===== config.mk =====
export PLATFORM = sky130hd
export DESIGN_NAME = cal_time_counter
export DESIGN_NICKNAME = d
export VERILOG_FILES = /design/src/rtl/cal_pkg.sv /design/src/rtl/cal_field_codec.sv /design/src/rtl/cal_advance.sv /design/src/rtl/cal_update_window.sv /design/src/rtl/cal_time_counter.sv
export SDC_FILE = /design/constraint.sdc
export NUM_CORES = 1
export LEC_CHECK = 0
export BUFFER_PORTS_ARGS = -buffer_cell sky130_fd_sc_hd__buf_2
export CAP_MARGIN = 20
export CORE_MARGIN = 2
export CORE_UTILIZATION = 55
export CTS_CLUSTER_SIZE = 16
export DETAILED_ROUTE_END_ITERATION = 6
export PLACE_DENSITY = 0.73
export RECOVER_POWER = 100
export SLEW_MARGIN = 10
export SYNTH_ARGS = -nofsm -noshare
export SYNTH_HDL_FRONTEND = slang
export SYNTH_SLANG_ARGS = --single-unit

===== constraint.sdc =====
create_clock -name clk -period 13.1 [get_ports clk]
set_clock_uncertainty 0.1 [all_clocks]
set_input_delay 0.655 -clock clk [delete_from_list [all_inputs] [get_ports clk]]
set_output_delay 0.655 -clock clk [all_outputs]
set_load 0.03 [all_outputs]

===== src/rtl/cal_pkg.sv =====
package cal_pkg;

   localparam int DW = 8;
   localparam int NF = 7;

   localparam int IX_SEC  = 0;
   localparam int IX_MIN  = 1;
   localparam int IX_HOUR = 2;
   localparam int IX_WDAY = 3;
   localparam int IX_MDAY = 4;
   localparam int IX_MON  = 5;
   localparam int IX_YEAR = 6;

   localparam logic [2:0] OSC_RUN = 3'b010;

   typedef logic [DW-1:0] fld_t;
   typedef logic [NF-1:0][DW-1:0] tod_t;

   // year, month, mday, wday, hour, min, sec
   localparam tod_t TOD_RESET = {8'h00, 8'h01, 8'h01, 8'h01, 8'h00, 8'h00, 8'h00};

   function automatic fld_t to_bcd(fld_t v);
      fld_t tens;
      fld_t ones;
      tens = v / 8'd10;
      ones = v % 8'd10;
      return {tens[3:0], ones[3:0]};
   endfunction

   function automatic fld_t from_bcd(fld_t b);
      fld_t hi;
      fld_t lo;
      hi = {4'h0, b[7:4]};
      lo = {4'h0, b[3:0]};
      return hi * 8'd10 + lo;
   endfunction

   // Two-digit year inside the century given by the parameter.
   function automatic logic leap_year(fld_t yy, int century);
      logic res;
      if (yy[1:0] != 2'b00)  res = 1'b0;
      else if (yy != 8'd0)   res = 1'b1;
      else                   res = ((century % 4) == 0);
      return res;
   endfunction

   function automatic fld_t month_days(fld_t mon, logic leap);
      fld_t d;
      case (mon)
         8'd2:                        d = leap ? 8'd29 : 8'd28;
         8'd4, 8'd6, 8'd9, 8'd11:     d = 8'd30;
         default:                     d = 8'd31;
      endcase
      return d;
   endfunction

endpackage


===== src/rtl/cal_field_codec.sv =====
module cal_field_codec
   import cal_pkg::*;
#(
   parameter bit IS_HOUR = 1'b0
) (
   input  logic bin_mode_i,
   input  logic h24_i,
   input  fld_t cnt_i,
   input  fld_t raw_i,
   output fld_t enc_o,
   output fld_t dec_o
);

   generate
      if (IS_HOUR) begin : g_hour
         fld_t h12;
         fld_t shown;
         fld_t body;
         fld_t low7;
         fld_t base;
         always_comb begin
            h12   = cnt_i % 8'd12;
            shown = h24_i ? cnt_i : h12;
            body  = bin_mode_i ? shown : to_bcd(shown);
            enc_o = (!h24_i && (cnt_i >= 8'd12)) ? (body | 8'h80) : body;
            low7  = {1'b0, raw_i[6:0]};
            base  = bin_mode_i ? low7 : from_bcd(low7);
            dec_o = (!h24_i && raw_i[7]) ? (base + 8'd12) : base;
         end
      end else begin : g_plain
         logic unused_h24;
         assign unused_h24 = h24_i;
         assign enc_o = bin_mode_i ? cnt_i : to_bcd(cnt_i);
         assign dec_o = bin_mode_i ? raw_i : from_bcd(raw_i);
      end
   endgenerate

endmodule


===== src/rtl/cal_advance.sv =====
module cal_advance
   import cal_pkg::*;
#(
   parameter int CENTURY = 20
) (
   input  tod_t cur_i,
   output tod_t nxt_o
);

   generate
      if (CENTURY < 0 || CENTURY > 99) begin : g_bad_century
         $error("cal_advance: CENTURY must lie in 0..99");
      end
   endgenerate

   fld_t s1, m1, h1, w1, d1, mo1, y1, dim;
   logic c_min, c_hour, c_day, c_mon, c_year;

   always_comb begin
      nxt_o  = cur_i;
      s1     = cur_i[IX_SEC]  + 8'd1;
      m1     = cur_i[IX_MIN]  + 8'd1;
      h1     = cur_i[IX_HOUR] + 8'd1;
      w1     = cur_i[IX_WDAY] + 8'd1;
      d1     = cur_i[IX_MDAY] + 8'd1;
      mo1    = cur_i[IX_MON]  + 8'd1;
      y1     = cur_i[IX_YEAR] + 8'd1;
      dim    = month_days(cur_i[IX_MON], leap_year(cur_i[IX_YEAR], CENTURY));
      c_min  = (s1 >= 8'd60);
      c_hour = c_min  && (m1 >= 8'd60);
      c_day  = c_hour && (h1 >= 8'd24);
      c_mon  = c_day  && (d1 != 8'd0) && (d1 > dim);
      c_year = c_mon  && (mo1 > 8'd12);

      nxt_o[IX_SEC] = c_min ? 8'd0 : s1;
      if (c_min)  nxt_o[IX_MIN]  = c_hour ? 8'd0 : m1;
      if (c_hour) nxt_o[IX_HOUR] = c_day  ? 8'd0 : h1;
      if (c_day) begin
         nxt_o[IX_WDAY] = (w1 > 8'd7) ? 8'd1 : w1;
         nxt_o[IX_MDAY] = ((d1 == 8'd0) || c_mon) ? 8'd1 : d1;
      end
      if (c_mon)  nxt_o[IX_MON]  = c_year ? 8'd1 : mo1;
      if (c_year) nxt_o[IX_YEAR] = (y1 >= 8'd100) ? 8'd0 : y1;
   end

endmodule


===== src/rtl/cal_update_window.sv =====
module cal_update_window #(
   parameter int UIP_CYCLES = 8
) (
   input  logic clk,
   input  logic rst_n,
   input  logic start_i,
   output logic busy_o,
   output logic end_o
);

   localparam int CW = (UIP_CYCLES > 1) ? $clog2(UIP_CYCLES) : 1;
   localparam logic [CW-1:0] LAST = CW'(UIP_CYCLES - 1);

   generate
      if (UIP_CYCLES < 1) begin : g_bad_len
         $error("cal_update_window: UIP_CYCLES must be at least 1");
      end
   endgenerate

   logic          busy_q;
   logic [CW-1:0] cnt_q;

   assign end_o  = busy_q && (cnt_q == '0) && !start_i;
   assign busy_o = busy_q;

   always_ff @(posedge clk or negedge rst_n) begin
      if (!rst_n) begin
         busy_q <= 1'b0;
         cnt_q  <= '0;
      end else if (start_i) begin
         busy_q <= 1'b1;
         cnt_q  <= LAST;
      end else if (end_o) begin
         busy_q <= 1'b0;
      end else if (busy_q) begin
         cnt_q  <= cnt_q - 1'b1;
      end
   end

   // the window opens only from an accepted tick
   a_r8_opens_on_start: assert property (@(posedge clk) disable iff (!rst_n)
      $rose(busy_q) |-> $past(start_i));

   // a window closes for one cycle only
   a_r8_single_end: assert property (@(posedge clk) disable iff (!rst_n)
      end_o |=> !end_o);

endmodule


===== src/rtl/cal_time_counter.sv =====
module cal_time_counter
   import cal_pkg::*;
#(
   parameter int CENTURY    = 20,
   parameter int UIP_CYCLES = 8
) (
   input  logic       clk,
   input  logic       rst_n,
   input  logic       tick_i,
   input  logic [2:0] osc_ctl_i,
   input  logic       fmt_bin_i,
   input  logic       fmt_24h_i,
   input  logic       hold_i,
   input  logic       ld_en_i,
   input  logic [2:0] ld_sel_i,
   input  logic [7:0] ld_data_i,
   output logic [7:0] sec_o,
   output logic [7:0] min_o,
   output logic [7:0] hour_o,
   output logic [7:0] wday_o,
   output logic [7:0] mday_o,
   output logic [7:0] mon_o,
   output logic [7:0] year_o,
   output logic       uip_o,
   output logic       done_o
);

   tod_t cnt_q, vis_q;
   tod_t cnt_base, cnt_adv, vis_d, raw_sel, enc_val, dec_val;
   logic [NF-1:0] ld_hit;
   logic hold_q, done_q;
   logic run, win_busy, win_end, release_now, refresh;

   assign run         = tick_i && (osc_ctl_i == OSC_RUN);
   assign release_now = hold_q && !hold_i;
   assign refresh     = win_end && !hold_i && !hold_q;

   cal_update_window #(.UIP_CYCLES(UIP_CYCLES)) u_window (
      .clk     (clk),
      .rst_n   (rst_n),
      .start_i (run),
      .busy_o  (win_busy),
      .end_o   (win_end)
   );

   generate
      for (genvar f = 0; f < NF; f++) begin : g_fld
         assign ld_hit[f]  = ld_en_i && (ld_sel_i == 3'(f));
         assign raw_sel[f] = ld_hit[f] ? ld_data_i : vis_q[f];

         cal_field_codec #(.IS_HOUR(f == IX_HOUR)) u_codec (
            .bin_mode_i (fmt_bin_i),
            .h24_i      (fmt_24h_i),
            .cnt_i      (cnt_q[f]),
            .raw_i      (raw_sel[f]),
            .enc_o      (enc_val[f]),
            .dec_o      (dec_val[f])
         );

         assign cnt_base[f] = (release_now || (ld_hit[f] && !hold_i)) ? dec_val[f] : cnt_q[f];
         assign vis_d[f]    = ld_hit[f] ? ld_data_i :
                              refresh   ? enc_val[f] : vis_q[f];
      end
   endgenerate

   cal_advance #(.CENTURY(CENTURY)) u_advance (
      .cur_i (cnt_base),
      .nxt_o (cnt_adv)
   );

   always_ff @(posedge clk or negedge rst_n) begin
      if (!rst_n) begin
         cnt_q  <= TOD_RESET;
         vis_q  <= TOD_RESET;
         hold_q <= 1'b0;
         done_q <= 1'b0;
      end else begin
         cnt_q  <= run ? cnt_adv : cnt_base;
         vis_q  <= vis_d;
         hold_q <= hold_i;
         done_q <= win_end;
      end
   end

   assign sec_o  = vis_q[IX_SEC];
   assign min_o  = vis_q[IX_MIN];
   assign hour_o = vis_q[IX_HOUR];
   assign wday_o = vis_q[IX_WDAY];
   assign mday_o = vis_q[IX_MDAY];
   assign mon_o  = vis_q[IX_MON];
   assign year_o = vis_q[IX_YEAR];
   assign uip_o  = win_busy && !hold_i;
   assign done_o = done_q;

   // no window without an accepted tick
   a_r2_idle_needs_run: assert property (@(posedge clk) disable iff (!rst_n)
      (!win_busy && !(tick_i && osc_ctl_i == OSC_RUN)) |=> !win_busy);

   // done is a single-cycle pulse
   a_r8_done_pulse: assert property (@(posedge clk) disable iff (!rst_n)
      done_o |=> !done_o);

   // done follows a closed window
   a_r8_done_after_window: assert property (@(posedge clk) disable iff (!rst_n)
      done_o |-> !win_busy || $past(tick_i));

   // held visible fields do not move without a load
   a_r9_hold_freezes: assert property (@(posedge clk) disable iff (!rst_n)
      (hold_i && !ld_en_i) |=> $stable(vis_q));

   // a seconds load appears on the next clock
   a_r10_load_seconds: assert property (@(posedge clk) disable iff (!rst_n)
      (ld_en_i && ld_sel_i == 3'd0) |=> (sec_o == $past(ld_data_i)));

endmodule


* Word level (Yosys, flattened, before mapping)
Index checks and enable logic that the tools add are counted.
Storage, ports and cells: bits in writable memories 0, input bits 21, memories kept 0, bits in read-only memories 0, bits in latches 0, register bits 118, output and inout port bits 58
Operators by class: equality and inequality tests 13, mux-type cells 65, $mul 7, reduce and logical (&&, ||, !) cells 56, div/mod/pow operators 15, add/subtract/negate cells 16, shift-type cells 0, order comparisons 8, bitwise gates (word level) 0
Operators with widths (number):
- $mux 8 | 56
- $mod 8x4->8 const B | 8
- $add 8x1->8 const B | 7
- $div 8x4->8 const B | 7
- $mux 56 | 1
- $add 8x4->8 | 6
- $mul 4x3->7 const B | 6
- $logic_and 1x1->1 | 28
- $reduce_bool 2->1 | 10
- $eq 8x3->1 const B | 2
- $eq 8x4->1 const B | 2
- $ge 8x6->1 const B | 2
- $mux 16 | 1
- $pmux 8 s2 | 1
- $eq 3x2->1 const B | 3
- $eq 3x3->1 const B | 3
- $mux 3 | 3
- $add 7x4->8 | 1
- $add 8x4->8 const B | 1
- $eq 8x2->1 const B | 1
- $ge 8x4->1 const B | 1
- $ge 8x5->1 const B | 1
- $ge 8x7->1 const B | 1
- $gt 8x3->1 const B | 1
- 14 further kinds | 27

* Depth between registers and ports, before layout
depth in word-level cells 18, depth in mapped cells 26, mapped depth without buffers 22

* Modules after synthesis
From an unflattened synthesis, not the netlist that was laid out.
Unflattened totals: cells, all modules 2477, area total of the unflattened synthesis 17729.5 um^2
By module, submodules not included:
- cal_time_counter | cells an instance 880, instances 1, area each 7035.5 um^2, seq. area each 2860.2 um^2
- cal_field_codec at g_fld[0].u_codec ... | cells an instance 208, instances 3, area each 1356.3 um^2, seq. area each 0.0 um^2
- cal_field_codec at g_fld[3].u_codec ... | cells an instance 135, instances 2, area each 975.9 um^2, seq. area each 0.0 um^2
- cal_advance | cells an instance 283, instances 1, area each 1799.2 um^2, seq. area each 0.0 um^2
- cal_field_codec at g_fld[2].u_codec | cells an instance 232, instances 1, area each 1544.0 um^2, seq. area each 0.0 um^2
- cal_field_codec at g_fld[5].u_codec | cells an instance 167, instances 1, area each 1114.8 um^2, seq. area each 0.0 um^2
- cal_update_window | cells an instance 21, instances 1, area each 215.2 um^2, seq. area each 100.1 um^2

* Worst setup path after synthesis
Ideal clock, no wire load.
path kind input port to flip-flop, start input port ld_sel_i[1], end register cnt_q[53] (netlist name), slack 7.668 ns, stages 22, arrival time 5.197 ns, cell sequence buf_2 > nand4b_1 > clkbuf_1 > mux2_2 > ha_1 > ha_1 > fa_1 > nand2_1 > nor3_1 > xor3_1 > a211o_1 > nand2_1 > nor2b_1 > nand2_1 > nor2_1 > ha_1 > a2111oi_0 > nand3b_1 > a2bb2oi_1 > clkbuf_1 > a2111oi_0 > o22ai_1
On the way: cells in the longest elaborated chain, start to end 17, elaborated cells on any way between the ends 87, those cells by class 13 x add/sub; 6 x mul; 6 x order compare; 10 x eq/ne; 24 x mux; 28 x reduce/logical
Ends and longest elaborated chain:
- from (decl) | RTL line cal_time_counter.sv:15 | input logic [2:0] ld_sel_i,
- $eq 3x2->1 | RTL line cal_time_counter.sv:48 | assign ld_hit[f] = ld_en_i && (ld_sel_i == 3'(f));
- $logic_and 1x1->1 | RTL line cal_time_counter.sv:48
- $mux 8 | RTL line cal_time_counter.sv:49 | assign raw_sel[f] = ld_hit[f] ? ld_data_i : vis_q[f];
- $mul 3x3->6 | RTL line cal_pkg.sv:35 | return hi * 8'd10 + lo;
- $add 7x4->8 | RTL line cal_pkg.sv:35
- $mux 8 | RTL line cal_field_codec.sv:27 | base = bin_mode_i ? low7 : from_bcd(low7);
- $add 8x4->8 | RTL line cal_field_codec.sv:28 | dec_o = (!h24_i && raw_i[7]) ? (base + 8'd12) : base;
- $mux 8 | RTL line cal_field_codec.sv:28
- $mux 8 | RTL line cal_time_counter.sv:60 | assign cnt_base[f] = (release_now || (ld_hit[f] && !hold_i)) ? dec_val[f] : cnt_q[f];
- $add 8x1->8 | RTL line cal_advance.sv:23 | h1 = cur_i[IX_HOUR] + 8'd1;
- $ge 8x5->1 | RTL line cal_advance.sv:31 | c_day = c_hour && (h1 >= 8'd24);
- $logic_and 1x1->1 | RTL line cal_advance.sv:31
- $logic_and 1x1->1 (2 in series) | RTL line cal_advance.sv:32 | c_mon = c_day && (d1 != 8'd0) && (d1 > dim);
- $logic_and 1x1->1 | RTL line cal_advance.sv:33 | c_year = c_mon && (mo1 > 8'd12);
- $mux 8 | RTL line cal_advance.sv:43 | if (c_year) nxt_o[IX_YEAR] = (y1 >= 8'd100) ? 8'd0 : y1;
- $mux 56 (*) | RTL line cal_time_counter.sv:78 | cnt_q <= run ? cnt_adv : cnt_base;
- to (signal assigned) | RTL line cal_time_counter.sv:78
- to (decl) | RTL line cal_time_counter.sv:28 | tod_t cnt_q, vis_q;
Every way passes the cells marked *; elsewhere a longest branch is shown, timed or not. A chain may end at the register's enable or synchronous reset.

* Final worst setup path
Ends and elaborated chain as after synthesis.

==> results.rst <==
.. list-table::
   :header-rows: 1

   * - Metric
     - Value
   * - Syn_area_per_cell
     - 7.50 um2
   * - Gate count after technology mapping
     - ~1800
   * - Starting Density
     - approximately 56%
   * - Transition time of the tightest slew-check pin
     - around 3500 ps
   * - Max_slew headroom
     - -134%
   * - Total Die Area
     - approximately 0.026 mm2
   * - Total congestion overflow after global routing
     - 0
   * - Final critical-path share of the clock period
     - between 60% and 70%
   * - Worst EP required
     - roughly 13000 ps
   * - Number of storage elements in the synthesis netlist
     - around 120
   * - Total Routed Length
     - slightly above 40000 um
   * - Cell accounting for the most synthesized area
     - dfrtp_1
   * - Detailed-routing iteration count for the pre-antenna-repair pass
     - 6
   * - Maximum number of pins on one net before global-route repair
     - 72
   * - Post-route DRC
     - 0
   * - Register area share after synthesis
     - a little over a fifth
   * - Share of final-layout standard cells stronger than drive strength 1
     - about 6.6%
   * - Slowest Stage Delay on Critical Path
     - 2310 ps
   * - Core area
     - between 0.02 and 0.025 mm2
   * - Net count reported at finish
     - roughly 1900
   * - Final Max Slew Viols
     - 214
   * - Post-CTS setup buffer count
     - 0
   * - Largest cells by area after synthesis
     - dfrtp_1 (20%), ha_1 (7.0%), nand2_1 (6.3%), o21ai_0 (4.9%), nor2_1 (4.8%)
   * - Metal2 WL
     - between 15000 and 20000 um
   * - Worst slack at placement
     - around 6600 ps
   * - Final std cell area, no fill
     - approximately 0.015 mm2
   * - Most common cell in the netlist
     - nand2_1
   * - First-pass GRT wire length
     - about 67000 um
   * - # hold bufs at CTS
     - 0
   * - Area growth from synthesis to layout
     - 6.53%
   * - Syn. warnings
     - 0
   * - Via/cell ratio
     - approximately 6.6
   * - Clock network latency to the later pin of the worst-skew pair
     - ~430 ps
   * - Clock-pin slew on the worst setup and hold paths
     - about 60 ps
   * - Number of distinct library cells after synthesis
     - 96
   * - CTS Root Buffer Type
     - clkbuf_16
   * - Kind of capture point of the worst setup path
     - register
   * - TritonCTS clock tree
     - yes
   * - Mapped Nets
     - roughly 2000
   * - Via total after detailed routing
     - around 14000
   * - H-tree Lvls
     - 4
   * - Buffers from clock root to sink, at most
     - 2
   * - Post-layout util
     - about three fifths
   * - Worst path setup slack after routing
     - around 4700 ps
   * - Initial antenna violation count
     - 0
   * - Startpoint-to-endpoint class of the critical path
     - input pin to register
   * - CTS resizes
     - 0
   * - Primary FF master, synth
     - dfrtp_1
   * - Number of global-route vias before repair
     - 13100
   * - WL per Instance
     - approximately 19 um
   * - Kind of start point of the critical path
     - input pin
   * - Total inserted antenna cells
     - 0
   * - Pwr/cell area
     - around 280 mW/mm2
   * - Proportion of synthesized flip-flops having asynchronous set or reset
     - 100%
   * - CP Cell Sequence
     - clkbuf_1, nor4b_1, mux2_1, ha_1, ha_1, fa_1, nor2b_1, o21ai_0, and3_1, o311ai_0, a21boi_0, nor4b_1, or2_0, a2111oi_0, clkbuf_1, nand4_1, o22ai_1
   * - Filler instances
     - 2251
   * - Number of buffers created by CTS
     - 17
   * - Slowest-stage cell, CP
     - nor4b_1
   * - CP Data Arrival Time
     - around 8700 ps
   * - Number of buffers inserted by port buffering
     - between 70 and 80
   * - Upper clock frequency limit
     - between 100 and 150 MHz
   * - Post-route minimum period
     - approximately 8400 ps
   * - IR Drop Worst-Case VDD
     - approximately 0.00011 V
   * - Die Y-Extent
     - roughly 160 um
   * - Violated checks
     - max-capacitance violations, max-slew violations
   * - Buffer and inverter count on the worst path
     - 2
   * - Uppermost metal layer occupied by signal nets
     - met4
   * - CP delay by family, top
     - simple AND/OR/NAND/NOR gates
   * - Max Fanout on Critical Path
     - 24
   * - Status
     - finished with violations
   * - HPWL Detailed
     - roughly 29000 um
   * - WL met1
     - 17700 um
   * - Number of placement rows
     - 57
   * - Met3 WL post-DR
     - around 3400 um
   * - GRT Overall Usage
     - between 30% and 40%
   * - TritonCTS Sinks
     - ~120
   * - Final worst hold slack
     - between 300 and 400 ps
   * - Post-synthesis instance area
     - ~0.014 mm2
   * - Total Neg Setup Slack
     - 0 ps
   * - Post-synth top cells
     - nand2_1 (232), nor2_1 (177), o21ai_0 (136), a21oi_1 (114), dfrtp_1 (112)
   * - Placed instance area
     - 0.0142 mm2
   * - Global placement routability congestion
     - roughly 0.91
   * - Unrepaired setup endpoints after global routing
     - false
   * - # setup viols final
     - 0
   * - Leakage power
     - 6.11 nW
   * - Drt first-iter violations
     - 1526
   * - Max-capacitance violation count
     - 5
   * - Hold violation total from the final report
     - 0
   * - IO Count
     - between 70 and 80
   * - Path class of the lowest-slack min-delay path
     - register to register
   * - Fraction of post-synthesis cell area in the top cell type by area
     - between 20% and 30%
   * - Final antenna-violating net count
     - 0
   * - Chip width
     - roughly 160 um
   * - Number of enable-type register cells in the synthesized netlist
     - 0
==> routing by layer <==
| layer | global-route usage (%) | vias up |
|---|---|---|
| met1 | 42.5 | 6857 |
| li1 | - | 6713 |
| met3 | 5.75 | 89 |
| met2 | 49.3 | 609 |
| met4 | 12.5 | 0 |
| met5 | 0 | - |
==> cells in the final DEF (no fill, tap or decap), drive strengths merged, types with 16 or more instances in the layout <==
cell type	count
inv	69
o22ai	16
dfrtp	112
nand3	43
clkbuf	85
a31oi	35
nand4	16
or3	20
o221ai	16
mux2i	40
nor3	42
ha	77
a21oi	115
nor2	177
o21ai	138
o211ai	30
a21o	27
a211oi	34
mux2	30
xnor2	40
nand2b	34
buf	25
nor2b	34
nand2	232
==> cell type report <==
cell class / count / area, um2 / share of cell area, %
Multi-Input combinational cell: 1514 / 10000 / 68.1
Sequential cell: 118 / 2960 / 20.2
Clock buffer: 17 / 425 / 2.90
Tap cell: 324 / 405 / 2.76
Timing Repair Buffer: 93 / 403 / 2.74
Inverter: 68 / 255 / 1.74
Clock inverter: 15 / 228 / 1.55
==> metrics by stage <==
stage	instances	power [mW]
2_1_floorplan	1838	2.93
3_3_place_gp	2117	3.44
3_5_place_dp	2117	3.52
4_1_cts	2149	4.08
5_1_grt	2149	4.45
6_report	2149	4.09
==> worst reg2reg max path: stages (launching register included) <==
cell and delay [ps]:
dfrtp_1 450, nor2_1 70, nor2_1 330, ha_1 300, ha_1 230, fa_1 480, nor2b_1 160, o21ai_0 100
and3_1 330, o311ai_0 420, a21boi_0 320, nor4b_1 110, or2_0 360, a2111oi_0 520, clkbuf_1 890, nand4_1 480
o22ai_1 240
==> logic make-up (layout without fill, tap and decap cells) <==
kind of cell    count (synthesis)  after routing  synth area share (%)
compound gates                579            579                  28.4
mux                            70             70                  5.36
xor+xnor                       58             58                  3.99
fa+ha+maj                     100            100                  9.60
simple gates                  707            707                  25.4
buf+inv                       206            193                  5.84
flops                         118            118                  21.5
==> worst paths after layout <==
check | from | end | slack (ps) | cells past startpoint
max in group asynchronous | rst_n | cnt_q[9] | 7060 | 2
worst max register to register | sec_o[5] | cnt_q[53] | 7110 | 16
min in group asynchronous | rst_n | hour_o[3] | 1250 | 1
worst min register to register | cnt_q[32] | mday_o[0] | 390 | 2
worst max-delay path | ld_sel_i[1] | cnt_q[53] | 4660 | 17
worst min-delay path | cnt_q[32] | mday_o[0] | 390 | 2
==> power breakdown <==
part	switching (mW)	internal [mW]
clock	0.198	0.339
sequential	0.338	0.534
combinational	1.60	1.08
==> sequential cells by signal, indices dropped and copies added (netlist names) <==
signal / cells
u_window.cnt_q: 3
hold_q: 1
hour_o: 8
mday_o: 8
cnt_q: 56
u_window.busy_o: 1
done_o: 1
wday_o: 8
sec_o: 8
mon_o: 8
min_o: 8
year_o: 8
(Power assumes the default switching activity.)
